[config.mk]
export PLATFORM = sky130hd
export DESIGN_NAME = serial_audio_rx
export DESIGN_NICKNAME = d
export VERILOG_FILES = /design/src/rtl/sarx_pkg.sv /design/src/rtl/sarx_ctrl.sv /design/src/rtl/sarx_datapath.sv /design/src/rtl/serial_audio_rx.sv
export SDC_FILE = /design/constraint.sdc
export NUM_CORES = 1
export LEC_CHECK = 0
export BUFFER_PORTS_ARGS = -buffer_cell sky130_fd_sc_hd__buf_4
export CAP_MARGIN = 25
export CORE_MARGIN = 5
export CORE_UTILIZATION = 40
export DETAILED_ROUTE_END_ITERATION = 16
export PLACE_DENSITY_LB_ADDON = 0.2
export SYNTH_ARGS = -nofsm -noshare
export SYNTH_HDL_FRONTEND = slang
export SYNTH_HIERARCHICAL = 1
export SYNTH_SLANG_ARGS = --single-unit
[constraint.sdc]
create_clock -name clk -period 3.8 [get_ports clk]
set_clock_uncertainty 0.1 [all_clocks]
set_input_delay 0.19 -clock clk [delete_from_list [all_inputs] [get_ports clk]]
set_output_delay 0.19 -clock clk [all_outputs]
set_load 0.02 [all_outputs]
[src/rtl/sarx_pkg.sv]
package sarx_pkg;
  localparam int SHIFT_W  = 32;
  localparam int DATA_W   = 24;
  localparam int NARROW_W = 16;
  localparam int CNT_W    = $clog2(SHIFT_W);
  localparam int LEN_W    = CNT_W + 1;

  // strobes from the control to the datapath
  typedef struct packed {
    logic shiftEn;
    logic capture;
  } rx_strobe_t;

  // slot length in bits for a select code; unused codes fall back to 24
  function automatic logic [LEN_W-1:0] slotBits(input logic [2:0] sel);
    logic [LEN_W-1:0] len;
    case (sel)
      3'd0:    len = LEN_W'(8);
      3'd1:    len = LEN_W'(12);
      3'd2:    len = LEN_W'(16);
      3'd3:    len = LEN_W'(20);
      3'd4:    len = LEN_W'(24);
      3'd5:    len = LEN_W'(32);
      default: len = LEN_W'(24);
    endcase
    return len;
  endfunction
endpackage

[src/rtl/sarx_ctrl.sv]
module sarx_ctrl
  import sarx_pkg::*;
(
  input  logic       clk,
  input  logic       rstN,
  input  logic       bitTick,
  input  logic       frameSync,
  input  logic [2:0] slotSel,
  input  logic       statusRd,
  input  logic       dataRd,
  output rx_strobe_t strb,
  output logic       rxFull,
  output logic       rxOverrun
);
  logic [CNT_W-1:0] bitCntQ;
  logic [LEN_W-1:0] slotLen;
  logic             lastBit;
  logic             armedQ;
  logic             setOvr;
  logic             clrOvr;

  assign slotLen      = slotBits(slotSel);
  // a shortened slot mid-word still terminates instead of wrapping
  assign lastBit      = ({1'b0, bitCntQ} >= (slotLen - LEN_W'(1)));
  assign strb.shiftEn = bitTick & frameSync;
  assign strb.capture = strb.shiftEn & lastBit;

  always_ff @(posedge clk or negedge rstN) begin
    if (!rstN) begin
      bitCntQ <= '0;
    end else if (bitTick && !frameSync) begin
      bitCntQ <= '0;
    end else if (strb.capture) begin
      bitCntQ <= '0;
    end else if (strb.shiftEn) begin
      bitCntQ <= bitCntQ + CNT_W'(1);
    end
  end

  assign setOvr = strb.capture & rxFull & ~dataRd;
  assign clrOvr = dataRd & armedQ;

  always_ff @(posedge clk or negedge rstN) begin
    if (!rstN) begin
      rxFull    <= 1'b0;
      rxOverrun <= 1'b0;
      armedQ    <= 1'b0;
    end else begin
      if (strb.capture)  rxFull <= 1'b1;
      else if (dataRd)   rxFull <= 1'b0;

      if (setOvr)        rxOverrun <= 1'b1;
      else if (clrOvr)   rxOverrun <= 1'b0;

      if (dataRd)                     armedQ <= 1'b0;
      else if (statusRd && rxOverrun) armedQ <= 1'b1;
    end
  end


  full_after_capture_chk: assert property (@(posedge clk) disable iff (!rstN)
    strb.capture |=> rxFull);


  ovr_needs_full_chk: assert property (@(posedge clk) disable iff (!rstN)
    $rose(rxOverrun) |-> $past(rxFull));


  ovr_clear_on_read_chk: assert property (@(posedge clk) disable iff (!rstN)
    $fell(rxOverrun) |-> $past(dataRd));
endmodule

[src/rtl/sarx_datapath.sv]
module sarx_datapath
  import sarx_pkg::*;
(
  input  logic              clk,
  input  logic              rstN,
  input  rx_strobe_t        strb,
  input  logic              serialIn,
  input  logic [2:0]        slotSel,
  input  logic              lsbFirst,
  input  logic              align16,
  output logic [DATA_W-1:0] rxData
);
  localparam int PAD_HI = DATA_W - NARROW_W;

  logic [SHIFT_W-1:0] shiftQ;
  logic [SHIFT_W-1:0] shiftD;
  logic [SHIFT_W-1:0] keepMask;
  logic [SHIFT_W-1:0] leftAligned;
  logic [DATA_W-1:0]  packedWord;
  logic [LEN_W-1:0]   padBits;

  assign padBits  = LEN_W'(SHIFT_W) - slotBits(slotSel);
  assign keepMask = {SHIFT_W{1'b1}} << padBits;

  // MSB-first fills from the bottom, LSB-first fills from the top
  assign shiftD = lsbFirst ? {serialIn, shiftQ[SHIFT_W-1:1]}
                           : {shiftQ[SHIFT_W-2:0], serialIn};

  // bring the word's MSB to the top of the shift width, clear the rest
  assign leftAligned = lsbFirst ? (shiftD & keepMask) : (shiftD << padBits);

  assign packedWord = align16
                    ? {{PAD_HI{1'b0}}, leftAligned[SHIFT_W-1 -: NARROW_W]}
                    : leftAligned[SHIFT_W-1 -: DATA_W];

  always_ff @(posedge clk or negedge rstN) begin
    if (!rstN) begin
      shiftQ <= '0;
      rxData <= '0;
    end else begin
      if (strb.shiftEn) shiftQ <= shiftD;
      if (strb.capture) rxData <= packedWord;
    end
  end


  data_hold_chk: assert property (@(posedge clk) disable iff (!rstN)
    !strb.capture |=> $stable(rxData));


  top_byte_zero_chk: assert property (@(posedge clk) disable iff (!rstN)
    (strb.capture && align16) |=> (rxData[DATA_W-1 -: PAD_HI] == '0));
endmodule

[src/rtl/serial_audio_rx.sv]
module serial_audio_rx
  import sarx_pkg::*;
(
  input  logic              clk,
  input  logic              rstN,
  input  logic              bitTick,
  input  logic              frameSync,
  input  logic              serialIn,
  input  logic [2:0]        slotSel,
  input  logic              lsbFirst,
  input  logic              align16,
  input  logic              rxIntEn,
  input  logic              statusRd,
  input  logic              dataRd,
  output logic [DATA_W-1:0] rxData,
  output logic              rxFull,
  output logic              rxOverrun,
  output logic              rxIrq
);
  rx_strobe_t strb;

  sarx_ctrl i_ctrl (
    .clk       (clk),
    .rstN      (rstN),
    .bitTick   (bitTick),
    .frameSync (frameSync),
    .slotSel   (slotSel),
    .statusRd  (statusRd),
    .dataRd    (dataRd),
    .strb      (strb),
    .rxFull    (rxFull),
    .rxOverrun (rxOverrun)
  );

  sarx_datapath i_dp (
    .clk      (clk),
    .rstN     (rstN),
    .strb     (strb),
    .serialIn (serialIn),
    .slotSel  (slotSel),
    .lsbFirst (lsbFirst),
    .align16  (align16),
    .rxData   (rxData)
  );

  assign rxIrq = rxFull & rxIntEn;


  irq_full_chk: assert property (@(posedge clk) disable iff (!rstN)
    rxIrq |-> (rxFull && rxIntEn));
endmodule

==> flow_summary.json <==
{
  "antenna_left": 0,
  "cts_tree": "done",
  "dr_total_vias": 3587,
  "max_freq_mhz": 345.2,
  "grt_pass1_vias": 3460,
  "synth_area_leaders": "dfrtp_1 (39%), mux2i_1 (10%), a21oi_1 (5.6%)",
  "num_io_pins": 40,
  "r2r-end": "i_dp/rxData[0]$_DFFE_PN0P_",
  "crit_chain": "ha_1 > a41oi_2 > o21ai_1 > and2_4 > inv_2 > nor2_1 > nand2_1 > o21ai_0 > a21o_1",
  "period_share": 0.7623,
  "hold_viol_final": 0,
  "path_buf_inv": 1,
  "drive_gt1_frac": 0.2017,
  "viasPerCell": 5.958,
  "path_depth": 9,
  "avgSynthCellArea_um2": 9.648,
  "cp_slowest_cell": "nor2_1",
  "synthFlopType": "dfrtp_1",
  "antenna_cells": 0,
  "ys_types": 62,
  "clk_latency_ns": 0.35,
  "grt_max_degree": 65,
  "cts.htree.levels": 3,
  "nets": 482,
  "cp-end-kind": "flip-flop",
  "whs_path_depth": 3,
  "use_met3": 0.04783,
  "grt_pass1_wl_um": 20040,
  "ys.warnings.count": 6,
  "synth_enable_flop_cells": 0,
  "cts_setup_buffers": 0,
  "overflow": 0,
  "routed_wl_um": 12390,
  "cp.arrival_ns": 3.08,
  "crit_type": "flip-flop to flip-flop",
  "path_clk_slew_ns": 0.07,
  "yosys_register_bits": 64,
  "clock-sinks": 64,
  "place_congestion": 1.012,
  "slowest_delay_ns": 0.57,
  "crit_path_end": "i_dp/rxData[0]$_DFFE_PN0P_",
  "max-slew-margin-rel": 0.4528,
  "syn_nets": 449,
  "fin_tns_setup_ns": 0,
  "crit_start": "i_ctrl/bitCntQ[3]$_DFFE_PN0P_",
  "use_met1": 0.2872,
  "drc_errors": 0,
  "syn_area_um2": 4139,
  "outcome": "complete, no violations",
  "max_slew.worst_pin.slew_ns": 0.8208,
  "die_h_um": 111.7,
  "total_power_mw": 2.829,
  "antenna_found_initial": 0,
  "cts_buffers": 9,
  "worstPathRequired_ns": 3.98,
  "startpoint_type": "flip-flop",
  "yosysTopAreaCell": "dfrtp_1",
  "drv_cap": 0,
  "die_area_um2": 12480,
  "synth.top_cell.area_share": 0.3869,
  "power.density_nw_per_um2": 601.7,
  "dieWidth_um": 111.7,
  "core_region_area_um2": 10230,
  "ff2ff_setup_slack_ns": 0.90,
  "rsz0062_at_grt": "false",
  "seq_area_frac_synth": 0.3869,
  "r2r_start": "i_ctrl/bitCntQ[3]$_DFFE_PN0P_",
  "cp_max_fo": 19,
  "grt_util_met2": 0.3090,
  "synthArstFlopShare": 1.000,
  "hold_class": "input pin to flip-flop",
  "cts_buffer_depth": 2,
  "cts_root_buf": "clkbuf_8",
  "setup_viol": 0,
  "post-dp-hpwl_um": 8993,
  "slew_viol_final": 0,
  "crit_family": "simple AND/OR/NAND/NOR gates",
  "track_usage": 0.2037,
  "drt_pass1_iterations": 5,
  "drt_iter0_drc": 280,
  "syn_to_final_growth_pct": 13.57,
  "post-route-min-period_ns": 2.897,
  "power.leakage_nw": 2.013,
  "busiest_layer": "met2",
  "wl_per_cell_um": 20.58,
  "vdd_drop_max_mv": 0.2492,
  "hp-start": "bitTick",
  "numPortBuffers": 39,
  "syn_inst": 429,
  "rows": 37,
  "start_util": 0.4045,
  "reg2reg_depth": 9
}
==> kinds of logic (layout without fill, tap and decap cells) <==
family                     count (synthesis)  in the layout  share of synthesized area
muxes                                     61             61                     0.1696
and+or+nand+nor                          126            126                     0.1466
DFF                                       64             64                     0.3869
buffers and inverters                     41             78                    0.05532
adders and majority gates                  7              7                    0.02116
AOI/OAI and AO/OA                        130            130                     0.2204
==> cell type report <==
cell class / count / area (um^2)
repair buffers: 49 / 375.4
clock inverters: 4 / 45.04
clock buffers: 11 / 141.4
flip-flops and latches: 64 / 1602
fillers: 1003 / 5530
inverters: 14 / 52.55
multi-input cells: 324 / 2315
well taps: 136 / 170.2
==> power by group <==
group / internal (mW) / switching (mW)
combinational: 0.490 / 0.632
sequential: 0.889 / 0.237
clock: 0.314 / 0.265
==> placed cells by master, fill, tap and decap left out, drive strengths merged, types with 11 or more instances in the layout <==
master   n
o21ai   16
dfrtp   64
a21oi   47
nor2    44
mux2    13
buf     46
mux2i   42
nand2   31
clkbuf  11
inv     13
==> layer usage <==
metal  vias up  wire length, um
met5         -                0
li1       1665                -
met2       144             5495
met1      1750             5717
met4         0              348
met3        28              829
==> synth_stat cells, types with 3 or more instances <==
master,instances
dfrtp_1,64
a21oi_1,46
nor2_1,44
mux2i_1,42
nand2_1,31
o21ai_0,14
mux2_2,13
clkbuf_1,12
inv_1,12
nor3_1,10
o221ai_1,9
o2bb2ai_1,9
and2_1,8
ha_1,7
nand2b_1,7
mux4_2,6
nor2b_1,6
a211o_1,5
a22oi_1,5
nand3_1,5
a31oi_1,4
buf_2,4
buf_6,4
nand4_1,4
a21boi_0,3
a21o_1,3
a32oi_1,3
buf_1,3
o31ai_1,3
==> flip-flops by register name, indices dropped and copies added (netlist names) <==
name / cells
i_ctrl/armedQ: 1
i_ctrl/bitCntQ: 5
i_ctrl/rxFull: 1
i_ctrl/rxOverrun: 1
i_dp/rxData: 24
i_dp/shiftQ: 32
==> how the worst min path moves through the flow <==
stage	end
after global placement	i_ctrl/armedQ$_DFFE_PN0P_
after CTS	i_ctrl/bitCntQ[1]$_DFFE_PN0P_
final	i_ctrl/bitCntQ[1]$_DFFE_PN0P_
after detailed placement	i_ctrl/rxOverrun$_DFFE_PN0P_
after global routing	i_ctrl/bitCntQ[0]$_DFFE_PN0P_
after floorplan	i_ctrl/armedQ$_DFFE_PN0P_
==> metrics by stage <==
step	instances	setup slack (ns)	util	hold slack, ns	cell area (um^2)
2_1_floorplan	429	1.177	-	-0.2056	4139
3_3_place_gp	584	0.6840	0.4383	0.2380	4484
3_5_place_dp	584	0.7483	0.4383	0.2433	4484
4_1_cts	602	0.8688	0.4595	0.01048	4701
5_1_grt	602	0.5974	0.4595	0.01256	4701
6_report	602	0.9034	0.4595	0.02486	4701
==> tightest hold or removal path: cells and delay by family <==
kind,cells,cell delay [ns]
compound gates,1,0.05
buf+inv,1,0.13
simple gates,1,0.06
==> what timing repair did <==
action,CTS,global route
hold buffers,3,0
resized for setup,0,0
hold endpoints to repair,65,0
(Power assumes the default switching activity.)
